File: src/rtl/wpc_pkg.sv
package wpc_pkg;

    typedef enum logic [1:0] {
        CNT_OFF  = 2'd0,
        CNT_RUN  = 2'd1,
        CNT_DONE = 2'd2
    } cnt_state_e;

    // A code names a live stream when it lies in 1..n_src.
    function automatic logic sel_is_live(input int code, input int n_src);
        return (code >= 1) && (code <= n_src);
    endfunction

endpackage

File: src/rtl/wpc_src_mux.sv
module wpc_src_mux #(
    parameter int NUM_IWP = 4,
    parameter int NUM_LWP = 2,
    parameter int SEL_W   = 3
) (
    input  logic [SEL_W-1:0]   sel,
    input  logic [NUM_IWP-1:0] iwp_hit,
    input  logic [NUM_LWP-1:0] lwp_hit,
    input  logic [NUM_IWP-1:0] iwp_flush,
    input  logic [NUM_LWP-1:0] lwp_flush,
    output logic               ev,
    output logic               rcv
);

    always_comb begin
        ev  = 1'b0;
        rcv = 1'b0;
        for (int i = 0; i < NUM_IWP; i++) begin
            if (sel == SEL_W'(i + 1)) begin
                ev  = iwp_hit[i];
                rcv = iwp_flush[i];
            end
        end
        for (int j = 0; j < NUM_LWP; j++) begin
            if (sel == SEL_W'(NUM_IWP + j + 1)) begin
                ev  = lwp_hit[j];
                rcv = lwp_flush[j];
            end
        end
    end

endmodule

File: src/rtl/wpc_cnt_core.sv
module wpc_cnt_core
    import wpc_pkg::*;
#(
    parameter int CNT_W = 16,
    parameter int SEL_W = 3,
    parameter int N_SRC = 6
) (
    input  logic             clk,
    input  logic             rst_n,
    input  logic             ld_en,
    input  logic [CNT_W-1:0] ld_val,
    input  logic             sel_we,
    input  logic [SEL_W-1:0] sel_val,
    input  logic             ev,
    input  logic             rcv,
    output logic [SEL_W-1:0] sel_q,
    output logic [CNT_W-1:0] cnt_q,
    output logic             tc_out
);

    localparam logic [CNT_W-1:0] CNT_MAX = '1;
    localparam logic [CNT_W-1:0] CNT_ONE = CNT_W'(1);

    cnt_state_e       state_q, state_d;
    logic [CNT_W-1:0] cnt_d;
    logic [SEL_W-1:0] sel_next;
    logic             next_live;
    logic             cur_live;
    logic             expire;

    assign sel_next  = sel_we ? sel_val : sel_q;
    assign next_live = sel_is_live(int'(sel_next), N_SRC);
    assign cur_live  = sel_is_live(int'(sel_q), N_SRC);
    assign expire    = ev && !rcv && (cnt_q == CNT_ONE);

    always_comb begin
        if (ld_en)
            cnt_d = ld_val;
        else if (ev && !rcv && cnt_q != '0)
            cnt_d = cnt_q - CNT_ONE;
        else if (rcv && !ev && cnt_q != CNT_MAX)
            cnt_d = cnt_q + CNT_ONE;
        else
            cnt_d = cnt_q;
    end

    always_comb begin
        state_d = state_q;
        unique case (state_q)
            CNT_OFF, CNT_RUN: begin
                if (ld_en)
                    state_d = next_live ? CNT_RUN : CNT_OFF;
                else if (expire)
                    state_d = CNT_DONE;
                else if (sel_we)
                    state_d = next_live ? CNT_RUN : CNT_OFF;
            end
            CNT_DONE: begin
                if (ld_en)
                    state_d = next_live ? CNT_RUN : CNT_OFF;
            end
            default: state_d = CNT_OFF;
        endcase
    end

    always_ff @(posedge clk or negedge rst_n) begin
        if (!rst_n) begin
            state_q <= CNT_OFF;
            cnt_q   <= '0;
            sel_q   <= '0;
        end else begin
            state_q <= state_d;
            cnt_q   <= cnt_d;
            sel_q   <= sel_next;
        end
    end

    always_comb begin
        tc_out = (state_q == CNT_DONE);
    end

    assert_load_value_R8: assert property (@(posedge clk) disable iff (!rst_n)
        ld_en |=> (cnt_q == $past(ld_val)) && !tc_out);

    assert_step_down_R3: assert property (@(posedge clk) disable iff (!rst_n)
        (!ld_en && ev && !rcv && cnt_q != '0) |=> cnt_q == $past(cnt_q) - CNT_ONE);

    assert_step_up_R4: assert property (@(posedge clk) disable iff (!rst_n)
        (!ld_en && rcv && !ev && cnt_q != CNT_MAX) |=> cnt_q == $past(cnt_q) + CNT_ONE);

    assert_cancel_R5: assert property (@(posedge clk) disable iff (!rst_n)
        (!ld_en && ev && rcv) |=> $stable(cnt_q));

    assert_zero_floor_R6: assert property (@(posedge clk) disable iff (!rst_n)
        (!ld_en && ev && !rcv && cnt_q == '0) |=> cnt_q == '0);

    assert_tc_set_R7: assert property (@(posedge clk) disable iff (!rst_n)
        (!ld_en && ev && !rcv && cnt_q == CNT_ONE) |=> tc_out);

    assert_tc_sticky_R7: assert property (@(posedge clk) disable iff (!rst_n)
        (tc_out && !ld_en) |=> tc_out);

    assert_off_ignores_R11: assert property (@(posedge clk) disable iff (!rst_n)
        (!ld_en && !cur_live) |=> $stable(cnt_q));

endmodule

File: src/rtl/wpc_event_counter.sv
module wpc_event_counter #(
    parameter int NUM_CNT = 2,
    parameter int CNT_W   = 16,
    parameter int NUM_IWP = 4,
    parameter int NUM_LWP = 2,
    parameter int SEL_W   = $clog2(NUM_IWP + NUM_LWP + 1)
) (
    input  logic                     clk,
    input  logic                     rst_n,
    input  logic [NUM_CNT-1:0]       ld_en,
    input  logic [CNT_W-1:0]         ld_val,
    input  logic [NUM_CNT-1:0]       sel_we,
    input  logic [SEL_W-1:0]         sel_val,
    input  logic [NUM_IWP-1:0]       iwp_hit,
    input  logic [NUM_LWP-1:0]       lwp_hit,
    input  logic [NUM_IWP-1:0]       iwp_flush,
    input  logic [NUM_LWP-1:0]       lwp_flush,
    output logic [NUM_CNT*CNT_W-1:0] cnt_out,
    output logic [NUM_CNT-1:0]       tc_out
);

    localparam int N_SRC = NUM_IWP + NUM_LWP;

    for (genvar c = 0; c < NUM_CNT; c++) begin : g_cnt
        logic [SEL_W-1:0] sel_q;
        logic             ev;
        logic             rcv;

        wpc_src_mux #(
            .NUM_IWP (NUM_IWP),
            .NUM_LWP (NUM_LWP),
            .SEL_W   (SEL_W)
        ) i_mux (
            .sel       (sel_q),
            .iwp_hit   (iwp_hit),
            .lwp_hit   (lwp_hit),
            .iwp_flush (iwp_flush),
            .lwp_flush (lwp_flush),
            .ev        (ev),
            .rcv       (rcv)
        );

        wpc_cnt_core #(
            .CNT_W (CNT_W),
            .SEL_W (SEL_W),
            .N_SRC (N_SRC)
        ) i_core (
            .clk     (clk),
            .rst_n   (rst_n),
            .ld_en   (ld_en[c]),
            .ld_val  (ld_val),
            .sel_we  (sel_we[c]),
            .sel_val (sel_val),
            .ev      (ev),
            .rcv     (rcv),
            .sel_q   (sel_q),
            .cnt_q   (cnt_out[c*CNT_W +: CNT_W]),
            .tc_out  (tc_out[c])
        );
    end

endmodule

File: config.mk
export PLATFORM = sky130hd
export DESIGN_NAME = wpc_event_counter
export DESIGN_NICKNAME = d
export VERILOG_FILES = /design/src/rtl/wpc_pkg.sv /design/src/rtl/wpc_src_mux.sv /design/src/rtl/wpc_cnt_core.sv /design/src/rtl/wpc_event_counter.sv
export SDC_FILE = /design/constraint.sdc
export NUM_CORES = 1
export LEC_CHECK = 0
export CAP_MARGIN = 5
export CORE_AREA = 2 2 87 89
export CTS_CLUSTER_SIZE = 24
export DETAILED_ROUTE_END_ITERATION = 12
export DIE_AREA = 0 0 89 91
export DONT_BUFFER_PORTS = 1
export GPL_TIMING_DRIVEN = 0
export PLACE_DENSITY = 0.8
export SLEW_MARGIN = 20
export SYNTH_ARGS = -nofsm -noshare
export SYNTH_HDL_FRONTEND = slang
export SYNTH_SLANG_ARGS = --single-unit
File: constraint.sdc
create_clock -name clk -period 5 [get_ports clk]
set_clock_uncertainty 0.1 [all_clocks]
set_input_delay 0.25 -clock clk [delete_from_list [all_inputs] [get_ports clk]]
set_output_delay 0.25 -clock clk [all_outputs]
set_load 0.03 [all_outputs]
==> impl_metrics.toml, run 1 <==
[run_status]
outcome = "finished clean"

[pwr]
power_density_nw_per_um2 = 263
p_sw_w = 0.000482
p_int_w = 0.000620
irDropWorstVdd_uv = 161
cellLeakagePower_nw = 1.51
clock_power_share_pct = 20.9
combPwrFrac_pct = 33.6
seqPwrFrac_pct = 45.5
sw_frac_of_total_pct = 43.7

[placement]
dp_hpwl_um = 9210
port_buffers = 0
gp_congestion = 0.966

[final_layout]
diodes = 0
seqCellArea_um2 = 1050
nFillCells = 740
area_delta_synth_final_pct = 8.67
post-route-util_pct = 58.7
multiInputGateArea_um2 = 2550
nNetsFinal = 548
drive_gt1_share_pct = 8.35

[clocking]
worstSkewPairLatency_ps = 300
root_buffer = "clkbuf_8"
cts_buffer_depth = 2
cts_max_level = 2
cts_tree = "built"
cts.clk_slew.worst_paths_ps = 80
post-cts-setup-buffers = 0
clock-sinks = 42
cts_inserted_buffers = 5

[global_route]
grt_max_degree = 43
gr-total-overflow = 0
grt_usage_pct = 31.4
grt_pass1_wl_um = 20300
grt_pass1_vias = 3956
antenna_found_initial = 0

[setup_path]
cp_max_fo = 9
crit_arrival_ps = 3400
start_kind = "register"
endpoint_kind = "register"
cp.required_ps = 5100
reg2reg_depth = 6
path_class = "register to register"

[hold_path]
holdPathStages = 2
hp-class = "input pin to register"

[drt]
ant_nets = 0
wl_per_cell_um = 21.0
routed_wl_um = 12600
dr.pass1.iters = 5
drc = 0
dr_total_vias = 4211
drtIter0Drc = 523
viasPerCell = 7.00

[logic_synthesis]
synthMuxAreaShare_pct = 5.87
yosysWarnings = 0
yosys.area_share.adder_pct = 2.27
synth_top_area_cell = "dfrtp_1"
synth_compound_area_share_pct = 22.9
ys_ff_latch = 42
ys_types = 66
synth.top_cell.area_share_pct = 27.3
synth-xor-area-share_pct = 0.227
synth_top_family_by_area = "simple AND/OR/NAND/NOR gates"
synth_enable_flop_cells = 0
synthArstFlopShare_pct = 100
syn_area_um2 = 3850
postSynthNetCount = 530
synthCells = 486
synth-simple-area-share_pct = 35.0
synth_ff_type = "dfrtp_1"
avgSynthCellArea_um2 = 7.93
ys_seq_area_share_pct = 27.3
synth_top_cells_by_area = "dfrtp_1 (27%), nor2_1 (4.9%), nor3_1 (3.4%)"

[sta]
finalHoldViolations = 0
min_period_over_period_pct = 66.0
fmax_ghz = 0.303
rsz0062_at_grt = "false"
tns_ps = 0
worst_slew_pin_slew_ps = 1060
slew_viol_final = 0
slew_headroom_pct = 28.5
setup_viol_count_final = 0
fin_crit_ps = 3300

[floorplanning]
die_h_um = 91
rows = 31
start_util_pct = 54.0
die_area_um2 = 8100
io_pins = 71
design.core.area_um2 = 7140
die_w_um = 89

[flow_run]
max_cap_violations = 0
## per-stage QoR
step	worst slack, ps	cells	area (µm²)	hold slack [ps]	total power, W
final	1700	602	4190	0.159	0.00110
after global routing	1460	602	4190	4.43	0.00116
after CTS	1780	602	4190	0.732	0.00110
after detailed placement	1780	585	3980	-144	0.000847
after global placement	1850	585	3980	-144	0.000839
after floorplan	2080	486	3850	-146	0.000751
## power groups by stage
stage	clock [W]	combinational, W	sequential [W]
finish	0.000230	0.000370	0.000501
global route	0.000248	0.000402	0.000508
CTS	0.000236	0.000360	0.000500
detailed placement	0	0.000340	0.000507
global placement	0	0.000334	0.000505
floorplan	0	0.000264	0.000487
## state kept, by name (all words and copies together) (netlist names)
register              flops
g_cnt.i_core.state_q      4
g_cnt.i_core.cnt_q       32
g_cnt.i_core.sel_q        6
## cells in the final DEF, fill, tap and decap left out, types with 5 or more instances in the layout
cell            n
nor2_1         50
dfrtp_1        42
nand2_1        34
clkbuf_1       32
nor3_1         26
nand3_1        21
nand4_1        20
inv_1          16
o21ai_0        14
a21oi_1        14
or4_1          13
nor2b_1        12
nor4_1         12
a311oi_1       11
dlygate4sd3_1  10
mux2_2          9
or3_1           9
and3_1          9
mux2i_1         8
o2111ai_1       7
o31ai_1         7
ha_1            7
a221oi_1        6
or2_2           6
nor3b_1         6
nand2b_1        6
o21a_1          6
clkbuf_8        6
a22oi_1         5
## metal layers
layer | GRT usage (%) | part of all wire, % | vias up | routed length [µm]
met5 | 0 | 0 | - | 0
met1 | 44.5 | 42 | 2002 | 5310
met2 | 45.9 | 45 | 257 | 5640
li1 | - | - | 1919 | -
met3 | 8.00 | 10 | 33 | 1310
met4 | 11.7 | 2.9 | 0 | 369
## cells in the mapped netlist, types with 8 or more instances
library cell	number
nor2_1	50
dfrtp_1	42
nand2_1	34
clkbuf_1	32
nor3_1	26
nand3_1	21
nand4_1	20
inv_1	16
a21oi_1	14
o21ai_0	14
or4_1	13
nor2b_1	12
nor4_1	12
a311oi_1	11
and3_1	9
mux2_2	9
or3_1	9
mux2i_1	8
## repair_timing
action                                 CTS  global route
resized for setup                        0             0
endpoints found under the hold margin   53             0
hold buffers                            11             0
## worst paths after layout
kind                                                             start                                endpoint  slack (ps)
worst min register to register  g_cnt[1].i_core.state_q[0]$_DFFE_PN0P_  g_cnt[1].i_core.state_q[0]$_DFFE_PN0P_         440
worst max-delay path              g_cnt[1].i_core.cnt_q[0]$_DFFE_PN0P_    g_cnt[1].i_core.cnt_q[0]$_DFFE_PN0P_        1700
max in group asynchronous                                        rst_n   g_cnt[0].i_core.cnt_q[13]$_DFFE_PN0P_        4250
min in group asynchronous                                        rst_n   g_cnt[1].i_core.cnt_q[11]$_DFFE_PN0P_         350
worst min-delay path                                        ld_val[12]   g_cnt[1].i_core.cnt_q[12]$_DFFE_PN0P_         0.2
worst max register to register    g_cnt[1].i_core.cnt_q[0]$_DFFE_PN0P_    g_cnt[1].i_core.cnt_q[0]$_DFFE_PN0P_        1700
## critical path: stages (launching register included)
cell and delay [ps]:
dfrtp_1 690, ha_1 260, nand4_1 340, nor4_1 810, nor3_1 360, or3_1 430
a31o_1 210
## logic make-up after synthesis
kind of cell	count (synthesis)
AOI/OAI and AO/OA	115
buffers and inverters	56
DFF	42
xor gates and xnor gates	1
and+or+nand+nor	246
adders and majority gates	7
muxes	19
## area by class of cell
type,instances,area share [%]
Inverter,17,1.52
Multi-Input combinational cell,388,61.0
Buffer,39,4.42
Clock buffer,6,1.97
Timing Repair Buffer,11,3.05
Tap cell,99,2.96
Sequential cell,42,25.1
(Power assumes the default switching activity.)
==> run 2: changes to the inputs <==
Settings changed: PLACE_DENSITY 0.8 to 0.83.
Clock period 5 ns to 3 ns, I/O delays scaled along.
==> run 2 against run 1 <==
Cell area rose by 9.1%. Final cell count is 4.7% higher. Sequential share of layout area shrank 1.7 points. Non-clock buffer count is 26 higher. Die area did not move. Worst setup slack got worse by 1600 ps. First-iteration DRC count up 14%.
==> impl_metrics.toml, run 2 (synthesis results as in run 1) <==
[run_status]
outcome = "finished clean"

[global_route]
grt_max_degree = 43
grt_pass1_wl_um = 20700
grt_usage_pct = 32.4
gr-total-overflow = 0
grt_pass1_vias = 4023
antenna_found_initial = 0

[final_layout]
largest_reg_flops = 32
area_delta_synth_final_pct = 18.6
top_regs = "g_cnt.i_core.cnt_q (32), g_cnt.i_core.sel_q (6), g_cnt.i_core.state_q (4)"
nNetsFinal = 574
final_cell_mix = "nor2_1 (50), nand2_1 (34), dfrtp_1 (27)"
top_register = "g_cnt.i_core.cnt_q"
final_common_cell = "nor2_1"
drive_gt1_share_pct = 17.3
diodes = 0

[flow_run]
max_cap_violations = 0

[setup_path]
crit_arrival_ps = 3040
start_kind = "register"
regToRegEndpoint = "g_cnt[0].i_core.cnt_q[10]$_DFFE_PN0P_"
path_class = "register to register"
endpoint_kind = "register"
r2r_start = "g_cnt[0].i_core.cnt_q[11]$_DFFE_PN0P_"
reg2reg_depth = 7
rrSetupSlack_ps = 50
critPathLaunch = "g_cnt[0].i_core.cnt_q[11]$_DFFE_PN0P_"
cp_max_fo = 10
cp.required_ps = 3090

[clocking]
clock-sinks = 42
cts_buffer_depth = 2
worstSkewPairLatency_ps = 310
cts_inserted_buffers = 5
root_buffer = "clkbuf_8"
cts.clk_slew.worst_paths_ps = 100
cts_max_level = 2
cts_tree = "built"

[sta]
finalHoldViolations = 0
worst_slew_pin_slew_ps = 697
rsz0062_at_grt = "true"
fmax_ghz = 0.339
setup_viol_count_final = 0
holdWs_ps = 8.56
slew_viol_final = 0
slew_headroom_pct = 53.2
min_period_over_period_pct = 98.3
fin_crit_ps = 2950

[drt]
drtIter0Drc = 595
wl_per_cell_um = 21.0
viasPerCell = 7.05
dr_total_vias = 4444
ant_nets = 0
dr.pass1.iters = 5
routed_wl_um = 13200
drc = 0

[pwr]
power_density_nw_per_um2 = 443
irDropWorstVdd_uv = 200
total_power_w = 0.00203
cellLeakagePower_nw = 1.67

[hold_path]
holdPathStages = 2
min_from = "ld_val[11]"
hold_end = "g_cnt[0].i_core.cnt_q[11]$_DFFE_PN0P_"
hp-class = "input pin to register"

[floorplanning]
rows = 31
design.core.area_um2 = 7140
io_pins = 71
start_util_pct = 54.0
die_area_um2 = 8100
die_w_um = 89
die_h_um = 91

[placement]
gp_congestion = 1.01
dp_hpwl_um = 9040
port_buffers = 0
==> run 2: worst max path at each step <==
stage                                                 end  slack [ps]
global placement     g_cnt[1].i_core.cnt_q[0]$_DFFE_PN0P_        -220
floorplan            g_cnt[1].i_core.cnt_q[1]$_DFFE_PN0P_          80
CTS                  g_cnt[1].i_core.cnt_q[1]$_DFFE_PN0P_         -20
finish              g_cnt[0].i_core.cnt_q[10]$_DFFE_PN0P_          50
global route        g_cnt[0].i_core.cnt_q[15]$_DFFE_PN0P_         -20
detailed placement   g_cnt[1].i_core.cnt_q[0]$_DFFE_PN0P_        -220
==> run 2: through the flow <==
| stage | setup TNS (ps) | util (%) | setup WS (ps) | instances | area (µm²) |
|---|---|---|---|---|---|
| 6_report | 0 | 64.1 | 51.6 | 630 | 4570 |
| 5_1_grt | -35.5 | 64.1 | -15.5 | 630 | 4570 |
| 4_1_cts | -26.0 | 62.1 | -15.3 | 620 | 4430 |
| 3_5_place_dp | -1310 | 55.8 | -216 | 585 | 3980 |
| 3_3_place_gp | -1070 | 55.8 | -225 | 585 | 3980 |
| 2_1_floorplan | 0 | - | 75.3 | 486 | 3850 |
==> run 2: cell type report <==
cell class	count	area (µm²)
Multi-Input combinational cell	388	2640
Inverter	17	63.8
Timing Repair Buffer	39	380
Clock buffer	6	72.6
Buffer	37	184
Clock inverter	2	37.5
Tap cell	99	124
Fill cell	655	2560
Sequential cell	42	1070
==> run 2: what timing repair did <==
action	CTS	global route
pin swaps	0	2
hold buffers	27	0
setup endpoints to repair	17	18
resized for setup	19	31
hold endpoints to repair	79	0
setup buffers	0	12
==> run 2: layer usage <==
metal	part of all wire, %	GRT usage, %	vias to the layer above
met5	0	0	-
met4	3.7	10.8	0
met3	11	7.00	51
met2	45	48.8	346
met1	40	45.8	2069
li1	-	-	1978
==> run 2: worst max-delay path, cell delays in order (launching register included) <==
cell and delay (ps):
dfrtp_1 490, clkbuf_1 250, or4_1 520, or2_2 330
o311ai_2 510, nor2_1 120, a21o_1 200, a221oi_1 320
==> run 2: power by group <==
group          internal (W)  switching, W
Clock              0.000249      0.000227
Sequential         0.000633      0.000216
Combinational      0.000279      0.000424
